File: src/rtl/dualdac_serial_core.sv
module dualdac_serial_core #(
  parameter int CLK_HZ     = 100_000_000,
  parameter int DW         = 10,
  parameter int RECOVER_NS = 8000
) (
  input  logic          clk,
  input  logic          rst_n,
  input  logic          sclk,
  input  logic          din,
  input  logic          cs_n,
  output logic [DW-1:0] code_a,
  output logic [DW-1:0] code_b,
  output logic          pwrdn_a,
  output logic          pwrdn_b,
  output logic [1:0]    term_a,
  output logic [1:0]    term_b,
  output logic          wake_busy
);
  localparam int FW       = DW + 6;
  localparam int BW       = $clog2(FW);
  localparam int WAKE_CYC = ((CLK_HZ / 1000) * RECOVER_NS) / 1_000_000;
  localparam int CW       = $clog2(WAKE_CYC + 1);

  logic [2:0]    sck_q, cs_q;
  logic [1:0]    din_q;
  logic [FW-2:0] sh;
  logic [BW-1:0] nbit;
  logic          armed;
  logic [CW-1:0] wcnt;
  logic [DW-1:0] in_a, in_b;
  logic          tr_a, tr_b;

  always_ff @(posedge clk or negedge rst_n)
    if (!rst_n) begin
      sck_q <= '0;
      cs_q  <= '1;
      din_q <= '0;
    end else begin
      sck_q <= {sck_q[1:0], sclk};
      cs_q  <= {cs_q[1:0], cs_n};
      din_q <= {din_q[0], din};
    end

  wire sck_fall = sck_q[2] & ~sck_q[1];
  wire cs_fall  = cs_q[2] & ~cs_q[1];
  wire cs_hi    = cs_q[1];
  wire fire     = armed & ~cs_hi & sck_fall & (nbit == BW'(FW - 1));

  wire [FW-1:0] word = {sh, din_q[1]};
  wire [3:0]    cmd  = word[FW-1 -: 4];
  wire [DW-1:0] dat  = word[FW-5 -: DW];
  wire          sel_a = dat[DW-1];
  wire          sel_b = dat[DW-2];
  wire          sleep = dat[2];
  wire [1:0]    tsel  = (dat[1:0] == 2'b11) ? 2'b10 : dat[1:0];

  assign wake_busy = (wcnt != '0);

  wire ld_a  = fire & ((cmd == 4'h1) | (cmd == 4'h4));
  wire ld_b  = fire & ((cmd == 4'h2) | (cmd == 4'h5));
  wire upd   = fire & ((cmd == 4'h3) | (cmd == 4'h4) | (cmd == 4'h5)) & ~wake_busy;
  wire trcmd = fire & (cmd == 4'h8);
  wire pwcmd = fire & (cmd == 4'hC);

  always_ff @(posedge clk or negedge rst_n)
    if (!rst_n) begin
      armed <= 1'b0;
      nbit  <= '0;
      sh    <= '0;
    end else if (cs_hi) begin
      armed <= 1'b0;
      nbit  <= '0;
    end else if (cs_fall) begin
      armed <= 1'b1;
      nbit  <= '0;
    end else if (armed && sck_fall) begin
      sh   <= {sh[FW-3:0], din_q[1]};
      nbit <= nbit + 1'b1;
      if (nbit == BW'(FW - 1)) armed <= 1'b0;
    end

  always_ff @(posedge clk or negedge rst_n)
    if (!rst_n) begin
      in_a   <= '0;
      in_b   <= '0;
      code_a <= '0;
      code_b <= '0;
      tr_a   <= 1'b0;
      tr_b   <= 1'b0;
    end else begin
      if (ld_a) in_a <= dat;
      if (ld_b) in_b <= dat;
      if (upd) begin
        code_a <= ld_a ? dat : in_a;
        code_b <= ld_b ? dat : in_b;
      end else begin
        if (ld_a && tr_a && !wake_busy) code_a <= dat;
        if (ld_b && tr_b && !wake_busy) code_b <= dat;
      end
      if (trcmd) begin
        tr_a <= sel_a;
        tr_b <= sel_b;
      end
    end

  always_ff @(posedge clk or negedge rst_n)
    if (!rst_n) begin
      pwrdn_a <= 1'b1;
      pwrdn_b <= 1'b1;
      term_a  <= 2'b10;
      term_b  <= 2'b10;
      wcnt    <= '0;
    end else begin
      if (pwcmd && sel_a) begin
        pwrdn_a <= sleep;
        if (sleep) term_a <= tsel;
      end
      if (pwcmd && sel_b) begin
        pwrdn_b <= sleep;
        if (sleep) term_b <= tsel;
      end
      if (pwcmd && !sleep && (sel_a || sel_b)) wcnt <= CW'(WAKE_CYC);
      else if (wcnt != '0)                     wcnt <= wcnt - 1'b1;
    end
endmodule


File: config.mk
export PLATFORM = sky130hd
export DESIGN_NAME = dualdac_serial_core
export DESIGN_NICKNAME = d
export VERILOG_FILES = /design/src/rtl/dualdac_serial_core.sv
export SDC_FILE = /design/constraint.sdc
export NUM_CORES = 1
export LEC_CHECK = 0
export ABC_CLOCK_PERIOD_IN_PS = 5200
export BUFFER_PORTS_ARGS = -buffer_cell sky130_fd_sc_hd__buf_2
export CAP_MARGIN = 20
export CORE_ASPECT_RATIO = 0.9
export CORE_MARGIN = 1.5
export CORE_UTILIZATION = 33
export DETAILED_ROUTE_END_ITERATION = 16
export GPL_ROUTABILITY_DRIVEN = 0
export SLEW_MARGIN = 20
export SYNTH_ARGS = -nofsm -noshare
export SYNTH_HDL_FRONTEND = slang
export SYNTH_SLANG_ARGS = --single-unit
File: constraint.sdc
create_clock -name clk -period 5.2 [get_ports clk]
set_clock_uncertainty 0.1 [all_clocks]
set_input_delay 0.52 -clock clk [delete_from_list [all_inputs] [get_ports clk]]
set_output_delay 0.52 -clock clk [all_outputs]
set_load 0.05 [all_outputs]
* Word level (Yosys, flattened, before mapping) *
Index checks and enable logic that the tools add are counted.

word-level totals
  output and inout port bits = 27
  input port bits = 5
  register bits after elaboration = 86
  word-level logic and storage cells = 85

operators by class
  bitwise gates (word level) = 19
  add/sub/neg operators = 2
  reduce and logical (&&, ||, !) cells = 22
  muxes and demuxes = 16
  equal/unequal tests = 9

operators with widths
  kind                                                 number
  2-to-1 mux 10 bit                                    8
  equality test 4 bit, second input constant           3
  2-to-1 mux 4 bit                                     3
  bitwise AND 1 bit                                    11
  nonzero test 10 bit                                  1
  subtractor 10 x 1 -> 10 bit, second input constant   1
  logical AND 1 bit                                    9
  equality test 4 x 2 -> 1 bit, second input constant  2
  equality test 4 x 3 -> 1 bit, second input constant  2
  AND reduction 2 bit                                  3
  nonzero test 2 bit                                   3
  nonzero test 3 bit                                   2
  adder 4 x 1 -> 4 bit, second input constant          1
  equality test 4 x 1 -> 1 bit, second input constant  1
  2-to-1 mux 1 bit                                     4
  NOT 1 bit                                            4
  bitwise OR 1 bit                                     4
  AND reduction 3 bit                                  1
  equality test 2 bit, second input constant           1
  zero test 1 bit                                      2
  2-to-1 mux 2 bit                                     1
  logical OR 1 bit                                     1

* Depth between registers and ports, before layout *
Gate-level depths: netlist of run 1.

  word-level depth = 9
  gate-level depth with buffers = 7
  gate-level depth less buffers = 6

* Worst setup path after synthesis of run 1 *
OpenSTA, ideal clock, no wires.

  path type = register to output
  start point = register wcnt[0]
  end point = output port wake_busy
  buffers on the path = 0
  stages on the path, launching flop included = 5
  path slack = 2913 ps
  required time = 4580 ps
  data arrival time = 1667 ps
  cells stage by stage = dfrtp_1 -> inv_1 -> ha_1 -> nor4b_4 -> nand3_2

between the ends
  word-level cells in the longest chain between the ends = 1

ends and longest elaborated chain
  what                    line  source
  start, declared         29    logic [CW-1:0] wcnt;
  start signal, assigned  122   if (pwcmd && !sleep && (sel_a || sel_b)) wcnt <= CW'(WAKE_CYC);
  start signal, assigned  123   else if (wcnt != '0) wcnt <= wcnt - 1'b1;
  nonzero test 10 bit     57    assign wake_busy = (wcnt != '0);
  end, declared           17    output logic wake_busy

Every way passes these cells.

* Final worst setup path of run 1 *
Same ends and word-level chain as after synthesis.

==> results.json, run 1 <==
{
  "vias": 2480,
  "grt_pass1_vias": 2584,
  "synth_top_area_share_pct": 49.9,
  "grt_overflow": 0,
  "grt_pass1_wl_um": 13100,
  "drive_gt1_share_pct": 32.4,
  "clock_sinks": 86,
  "grt_antenna_before_repair": 0,
  "postSynth.asyncResetShare_pct": 100,
  "crit_path_top_delay_cell": "nor4b_4",
  "finalCritPeriodShare_pct": 54.1,
  "worst-path-stages": 5,
  "powerDensity_mw_per_mm2": 296,
  "crit_path_end_kind": "output port",
  "die_area_sq_mm": 0.0127,
  "synth-edff-count": 0,
  "start_util_pct": 34.2,
  "yosysTopAreaCell": "dfrtp_1",
  "tns_ns": 0,
  "place_hpwl_um": 5010,
  "critical_path.top_delay_family": "simple AND/OR/NAND/NOR gates",
  "synth.area.top_cells": "dfrtp_1 (50%), mux2_2 (12%), o221a_1 (5.7%)",
  "setup.worst_path.start_class": "flop",
  "yosys-top-cells-count": "dfrtp_1 (79), mux2_2 (41), inv_1 (24)",
  "drt_first_pass_iters": 4,
  "clock.fmax_mhz": 355,
  "diodes": 0,
  "synth_ff_type": "dfrtp_1",
  "area_delta_synth_final_pct": 14.2,
  "setup_viol": 0,
  "cp.required_ns": 4.58,
  "ios": 32,
  "wl_per_cell_um": 15.5,
  "whs_ns": 0.131,
  "syn_area_per_cell_sq_um": 12.8,
  "die_h_um": 107,
  "row_count": 37,
  "total_leakage_power_nw": 2.10,
  "grt_max_degree": 87,
  "ctsHoldBuffers": 0,
  "cts_setup_buffers": 0,
  "port_buffers": 31,
  "hold_path.class": "in2async",
  "drv_slew": 0,
  "drt-total-wl_um": 7670,
  "max_stage_delay_ns": 0.61,
  "cp_cell_sequence": "inv_1 > ha_1 > nor4b_4 > nand3_2 > buf_2",
  "synth_area_sq_mm": 0.00396,
  "avgViaCountPerCell": 5.01,
  "critPathArrivalTime_ns": 2.19,
  "grt_setup_unrepaired": "false",
  "drt_iter0_drc": 214,
  "yosysUniqueCellTypes": 51,
  "htree_levels": 3,
  "ys_seq_elements": 86,
  "worst-setup-path-type": "reg2out",
  "fin_crit_ns": 2.81,
  "ff2ff_path_depth": 4,
  "final_nets": 341,
  "synth.most_common_cell": "dfrtp_1",
  "worst_pin_slew_ns": 1.01,
  "synth_nets": 316,
  "clk_pin_slew_ns": 0.06,
  "clk_latency_ns": 0.33,
  "synth-seq-area-share_pct": 54.5,
  "max-slew-margin-rel_pct": 32.6,
  "numCtsBuffers": 9,
  "synthCells": 309,
  "post_cts.resized_instances": 0,
  "grt_util_all_layers_pct": 13.2,
  "crit_fanout": 7,
  "ir_drop_uv": 197,
  "hold_viol_final": 0,
  "ys_warn_count": 0,
  "die_x_um": 118,
  "cts_tree": "built",
  "critical_path_buf_inv_count": 2,
  "drtAntennaViolNets": 0,
  "post-route-util_pct": 39.1,
  "cap_viol_max_count": 0,
  "status": "complete, no violations",
  "clk_path_buf_depth": 2,
  "cts_root_buf": "clkbuf_16",
  "remaining_drc_errors": 0,
  "fp.coreArea_sq_mm": 0.0116
}
-- metal layers --
layer  GRT usage (%)  wire (um)  vias to the layer above
met5               0          0                        -
li1                -          -                     1188
met4            3.96         87                        0
met2            19.9       3340                       39
met3            4.04        272                       10
met1            18.4       3970                     1243
-- cell type report --
class | count | area, sq um
clock buffer | 12 | 246
clock inverter | 4 | 47.5
fill | 1143 | 7050
inverter | 24 | 90.1
multi-input combinational | 182 | 1620
sequential | 86 | 2160
tap | 156 | 195
timing repair buffer | 31 | 161
-- power breakdown --
part / switching (mW) / leakage [nW] / internal, mW / total, mW
Combinational: 0.0159 / 0.795 / 0.00713 / 0.0230
Sequential: 0.00970 / 1.16 / 0.678 / 0.688
Clock: 0.245 / 0.143 / 0.384 / 0.629
Total: 0.271 / 2.10 / 1.07 / 1.34
-- final timing paths --
kind | startpoint | end | slack, ns
max in group asynchronous | rst_n | din_q[0] | 4.34
worst max-delay path | wcnt[0] | wake_busy | 2.39
worst max register to register | wcnt[6] | code_a[8] | 2.44
worst min register to register | din_q[0] | din_q[1] | 0.25
min in group clk | cs_n | cs_q[0] | 0.18
worst min-delay path | rst_n | in_a[3] | 0.13
-- flip-flops by register name, summed over array words and instances (netlist names), 2 cells and up --
register	flops
term_b	2
code_b	10
din_q	2
wcnt	10
term_a	2
code_a	10
in_b	10
cs_q	3
nbit	4
sck_q	3
in_a	10
sh	15
-- worst reg2reg max path, delay by kind of cell, from the launching register on --
kind,cells,cell delay [ns]
simple gates,2,1.34
compound gates,2,0.82
flops,1,0.43
-- cell usage in the layout, fill, tap and decap left out, types with 4 or more instances in the layout --
cell type / instances
nand3_1: 4
o221a_1: 20
mux2_2: 41
a21oi_1: 6
nand2_1: 7
nand2b_1: 6
buf_2: 30
dfrtp_1: 79
mux2i_1: 4
nor3_1: 8
nand4_4: 4
inv_1: 24
xor2_1: 4
nor2_1: 12
o31ai_1: 22
dfstp_2: 7
clkbuf_16: 9
-- metrics by stage --
step | std cells | setup WS (ns) | power [mW] | area (sq um)
final | 495 | 2.39 | 1.34 | 4520
after CTS | 495 | 2.33 | 1.36 | 4520
after detailed placement | 479 | 2.53 | 0.724 | 4230
after floorplan | 309 | 2.91 | 0.704 | 3960
after global routing | 495 | 2.22 | 1.39 | 4520
after global placement | 479 | 2.60 | 0.723 | 4230
-- cells by family after synthesis --
logic type / count (synthesis) / synth area share [%]
flip-flops: 86 / 54.5
AND/OR/NAND/NOR: 68 / 12.6
XOR/XNOR: 7 / 1.55
adder cells (fa/ha/maj): 2 / 0.632
buffers and inverters: 41 / 4.52
AO/OA/AOI/OAI: 60 / 13.5
multiplexers: 45 / 12.7
Power figures use the tool's default switching activity.
==> run 2, diff against run 1 <==
--- a/config.mk
+++ b/config.mk
@@ -5,7 +5,7 @@
 export SDC_FILE = /design/constraint.sdc
 export NUM_CORES = 1
 export LEC_CHECK = 0
-export ABC_CLOCK_PERIOD_IN_PS = 5200
+export ABC_CLOCK_PERIOD_IN_PS = 2850
 export BUFFER_PORTS_ARGS = -buffer_cell sky130_fd_sc_hd__buf_2
 export CAP_MARGIN = 20
 export CORE_ASPECT_RATIO = 0.9
==> constraint.sdc (replaced) <==
create_clock -name clk -period 2.85 [get_ports clk]
set_clock_uncertainty 0.1 [all_clocks]
set_input_delay 0.285 -clock clk [delete_from_list [all_inputs] [get_ports clk]]
set_output_delay 0.285 -clock clk [all_outputs]
set_load 0.05 [all_outputs]
==> results.json, run 2 (same netlist as run 1, synthesis figures left out) <==
{
  "status": "complete, no violations",
  "cts_setup_buffers": 0,
  "total_leakage_power_nw": 2.15,
  "die_h_um": 107,
  "worst_pin_slew_ns": 0.714,
  "setup.worst_path.start_class": "flop",
  "port_buffers": 31,
  "clk_path_buf_depth": 2,
  "drv_slew": 0,
  "hold_path.class": "reg2reg",
  "drt-total-wl_um": 7860,
  "post_cts.resized_instances": 0,
  "grt_pass1_vias": 2595,
  "final_nets": 349,
  "row_count": 37,
  "powerDensity_mw_per_mm2": 546,
  "fp.coreArea_sq_mm": 0.0116,
  "htree_levels": 3,
  "fin_crit_ns": 2.58,
  "setup_viol": 0,
  "post-route-util_pct": 40.0,
  "tns_ns": 0,
  "fin_cells": 503,
  "remaining_drc_errors": 0,
  "n_fill_cell": 1128,
  "wl_per_cell_um": 15.6,
  "grt_max_degree": 53,
  "drive_gt1_share_pct": 33.4,
  "area_delta_synth_final_pct": 16.8,
  "rr_startpoint": "wcnt[0]",
  "max-slew-margin-rel_pct": 52.2,
  "hold_viol_final": 0,
  "ios": 32,
  "place_hpwl_um": 5270,
  "final_cell_mix": "dfrtp_1 (79), mux2_2 (41), buf_2 (30), inv_1 (24), o31ai_1 (22)",
  "r2r_end": "code_b[3]",
  "cap_viol_max_count": 0,
  "vias": 2539,
  "die_area_sq_mm": 0.0127,
  "numCtsBuffers": 9,
  "cts_tree": "built",
  "clk_latency_ns": 0.33,
  "grt_antenna_before_repair": 0,
  "ff2ff_path_depth": 6,
  "startpoint": "wcnt[0]",
  "drtAntennaViolNets": 0,
  "setup_ws_ns": 0.266,
  "drt_iter0_drc": 107,
  "grt_util_all_layers_pct": 13.7,
  "worstSetupEndpoint": "wake_busy",
  "ir_drop_uv": 392,
  "hold_start": "din_q[0]",
  "dp_cells": 483,
  "start_util_pct": 34.2,
  "finalCritPeriodShare_pct": 90.7,
  "clk_pin_slew_ns": 0.06,
  "dp_slack_ns": 0.521,
  "die_x_um": 118,
  "drt_first_pass_iters": 4,
  "largest-register": "sh",
  "largest_reg_flops": 15,
  "rrSetupSlack_ns": 0.49,
  "cp.required_ns": 2.47,
  "avgViaCountPerCell": 5.05,
  "grt_setup_unrepaired": "false",
  "crit_path_end_kind": "output port",
  "critPathArrivalTime_ns": 2.20,
  "diodes": 0,
  "clock.fmax_mhz": 387,
  "grt_pass1_wl_um": 13600,
  "final_common_cell": "dfrtp_1",
  "cts_root_buf": "clkbuf_16",
  "worst-setup-path-type": "reg2out",
  "clock_sinks": 86,
  "grt_overflow": 0,
  "crit_fanout": 7
}
## run 2: cell types whose count changed in the layout (fill, tap and decap cells not counted), sizes merged
| cell | change |
|---|---|
| buf | +4 |
| clkinvlp | +1 |
| clkinv | -1 |
| dlygate4sd3 | +4 |
## run 2: timing repair
action,CTS,global route
endpoints found under the setup margin,0,0
endpoints found under the hold margin,51,0
hold buffers,4,0
## run 2: metrics by stage
step | power, mW | hold WS [ns] | cell area [sq um]
after global routing | 2.63 | 0.258 | 4630
after CTS | 2.56 | 0.254 | 4630
after global placement | 1.32 | 0.241 | 4270
after floorplan | 1.28 | -0.111 | 3960
after detailed placement | 1.32 | 0.240 | 4270
final | 2.53 | 0.250 | 4630
## run 2: layer usage
metal  vias up  GRT usage, %  wire length [um]
met1      1289          19.4              3950
met4         0          4.48                33
met3         2          3.78               382
met2        53          20.4              3490
li1       1195             -                 -
met5         -             0                 0
## run 2: final cells by class
type | instances | area, sq um | area share, %
clock buffer | 12 | 267 | 5.76
multi-input combinational | 182 | 1620 | 35.0
clock inverter | 4 | 53.8 | 1.16
timing repair buffer | 39 | 240 | 5.19
inverter | 24 | 90.1 | 1.95
sequential | 86 | 2160 | 46.7
tap | 156 | 195 | 4.22
## run 2: where the power goes
group          leakage, nW  switching, mW  internal [mW]
combinational        0.835         0.0304         0.0189
sequential            1.16         0.0187           1.24
clock                0.151          0.471          0.752
total                 2.15          0.520           2.01
## run 2: how the worst min path moves through the flow
stage | endpoint | slack, ns | cells after the start
2_1_floorplan | armed | -0.11 | 0
3_3_place_gp | din_q[1] | 0.24 | 0
3_5_place_dp | din_q[1] | 0.24 | 0
4_1_cts | din_q[1] | 0.25 | 0
5_1_grt | din_q[1] | 0.26 | 0
6_report | din_q[1] | 0.25 | 0
## run 2: critical path, cell delays in order, from the launching register on
cell and delay, ns:
dfrtp_1 0.42, inv_1 0.07, ha_1 0.22, nor4b_4 0.63
nand3_2 0.26, buf_2 0.28
==> run 3, diff against run 2 <==
--- a/config.mk
+++ b/config.mk
@@ -5,6 +5,7 @@
 export SDC_FILE = /design/constraint.sdc
 export NUM_CORES = 1
 export LEC_CHECK = 0
+export ABC_AREA = 1
 export ABC_CLOCK_PERIOD_IN_PS = 2850
 export BUFFER_PORTS_ARGS = -buffer_cell sky130_fd_sc_hd__buf_2
 export CAP_MARGIN = 20
@@ -13,7 +14,6 @@
 export CORE_UTILIZATION = 33
 export DETAILED_ROUTE_END_ITERATION = 16
 export GPL_ROUTABILITY_DRIVEN = 0
-export SLEW_MARGIN = 20
 export SYNTH_ARGS = -nofsm -noshare
 export SYNTH_HDL_FRONTEND = slang
 export SYNTH_SLANG_ARGS = --single-unit
==> constraint.sdc (replaced) <==
create_clock -name clk -period 2.85 [get_ports clk]
set_clock_uncertainty 0.1 [all_clocks]
set_input_delay 0.855 -clock clk [delete_from_list [all_inputs] [get_ports clk]]
set_output_delay 0.855 -clock clk [all_outputs]
set_load 0.05 [all_outputs]
==> results.json, run 3 <==
{
  "status": "complete, no violations",
  "port_buffers": 31,
  "ys_warn_count": 0,
  "grt_setup_unrepaired": "false",
  "powerDensity_mw_per_mm2": 572,
  "grt_pass1_wl_um": 14700,
  "worst_pin_slew_ns": 0.802,
  "die_h_um": 108,
  "dp_cells": 642,
  "wl_per_cell_um": 13.0,
  "numCtsBuffers": 9,
  "setup_ws_ns": 0.228,
  "final_common_cell": "nand2_1",
  "crit_path_end_kind": "output port",
  "drt-total-wl_um": 8560,
  "synth-edff-count": 0,
  "cp.required_ns": 1.90,
  "dpl-instance-area_sq_mm": 0.00434,
  "cap_viol_max_count": 0,
  "die_area_sq_mm": 0.0129,
  "finalCritPeriodShare_pct": 92.0,
  "tns_ns": 0,
  "diodes": 0,
  "grt_util_all_layers_pct": 14.4,
  "finalPower_mw": 2.68,
  "drtAntennaViolNets": 0,
  "synth.most_common_cell": "nand2_1",
  "drive_gt1_share_pct": 17.5,
  "grt_overflow": 0,
  "fp.coreArea_sq_mm": 0.0120,
  "ctsHoldBuffers": 0,
  "cts_root_buf": "clkbuf_16",
  "largest-register": "sh",
  "clock_sinks": 86,
  "clk_pin_slew_ns": 0.06,
  "drt_iter0_drc": 229,
  "yosysUniqueCellTypes": 32,
  "grt_max_degree": 46,
  "place_hpwl_um": 5990,
  "final_nets": 500,
  "synth_ff_type": "dfrtp_1",
  "clk_path_buf_depth": 2,
  "total_leakage_power_nw": 2.39,
  "max-slew-margin-rel_pct": 46.4,
  "cts_setup_buffers": 0,
  "ios": 32,
  "postSynth.asyncResetShare_pct": 100,
  "yosysTopAreaCell": "dfrtp_1",
  "crit_fanout": 10,
  "clk_latency_ns": 0.33,
  "synth_nets": 464,
  "vias": 3075,
  "synth_top_area_share_pct": 49.1,
  "hold_path.class": "reg2reg",
  "synth_area_sq_mm": 0.00403,
  "final_cell_mix": "nand2_1 (111), dfrtp_1 (79), nand3_1 (75), inv_1 (50), buf_2 (30)",
  "cts_tree": "built",
  "drv_slew": 0,
  "grt_antenna_before_repair": 0,
  "grt_pass1_vias": 3011,
  "area_delta_synth_final_pct": 16.5,
  "yosys-top-cells-count": "nand2_1 (111), dfrtp_1 (79), nand3_1 (75)",
  "hold_viol_final": 0,
  "post_cts.resized_instances": 0,
  "critPathArrivalTime_ns": 1.67,
  "synth.area.top_cells": "dfrtp_1 (49%), nand2_1 (10%), nand3_1 (9.3%)",
  "start_util_pct": 33.6,
  "ir_drop_uv": 297,
  "row_count": 38,
  "ys_seq_elements": 86,
  "drt_first_pass_iters": 5,
  "fin_area_sq_mm": 0.00469,
  "largest_reg_flops": 15,
  "fin_cells": 658,
  "setup.worst_path.start_class": "flop",
  "avgViaCountPerCell": 4.67,
  "syn_area_per_cell_sq_um": 8.82,
  "die_x_um": 119,
  "htree_levels": 3,
  "synth-seq-area-share_pct": 53.6,
  "synthCells": 457,
  "fin_crit_ns": 2.62,
  "worst-setup-path-type": "reg2out",
  "dp_slack_ns": 0.573,
  "setup_viol": 0,
  "clock.fmax_mhz": 381,
  "remaining_drc_errors": 0
}
-- run 3: worst paths after layout --
path                            startpoint         to  slack [ns]  cells after the start
worst max-delay path               wcnt[0]  wake_busy        0.23                      6
worst min-delay path               cs_q[0]    cs_q[1]        0.25                      0
worst max register to register     wcnt[0]  code_a[2]        0.68                     10
worst min register to register     cs_q[0]    cs_q[1]        0.25                      0
max in group asynchronous            rst_n    cs_q[0]        1.54                      2
min in group asynchronous            rst_n    in_a[3]        0.41                      1
-- run 3: per-stage QoR --
stage,util [%],hold WS [ns]
2_1_floorplan,-,0.231
3_3_place_gp,36.2,0.243
3_5_place_dp,36.2,0.238
4_1_cts,39.2,0.256
5_1_grt,39.2,0.258
6_report,39.2,0.255
-- run 3: final cells by class --
cell class,count,area (sq um)
tap,160,200
timing repair buffer,35,200
clock inverter,3,90.1
fill,1217,7290
multi-input combinational,308,1580
clock buffer,13,260
sequential,86,2160
inverter,53,201
-- run 3: logic make-up after synthesis --
| group | after synthesis | synth area share [%] |
|---|---|---|
| buf+inv | 63 | 7.17 |
| simple gates | 265 | 32.8 |
| compound gates | 34 | 4.29 |
| flops | 86 | 53.6 |
| fa+ha+maj | 2 | 0.621 |
| xor+xnor | 7 | 1.52 |
-- run 3: where the power goes --
group          switching, mW  leakage (nW)  internal (mW)  total (mW)
Sequential            0.0140          1.16           1.24        1.26
Clock                  0.456         0.170          0.905        1.36
Combinational         0.0483          1.05         0.0176      0.0659
-- run 3: worst max-delay path: stages (launching register included) --
cell and delay [ns]:
dfrtp_1 0.37, inv_1 0.11, ha_1 0.24, nand2_4 0.11, nor2_8 0.16, nand2_8 0.11, buf_2 0.23
-- run 3: metal layers --
layer | track usage, % | part of all wire (%) | vias to the layer above
li1 | - | - | 1532
met1 | 20.9 | 51 | 1478
met2 | 21.2 | 44 | 52
met3 | 2.28 | 3.5 | 13
met4 | 6.04 | 1.9 | 0
met5 | 0 | 0 | -
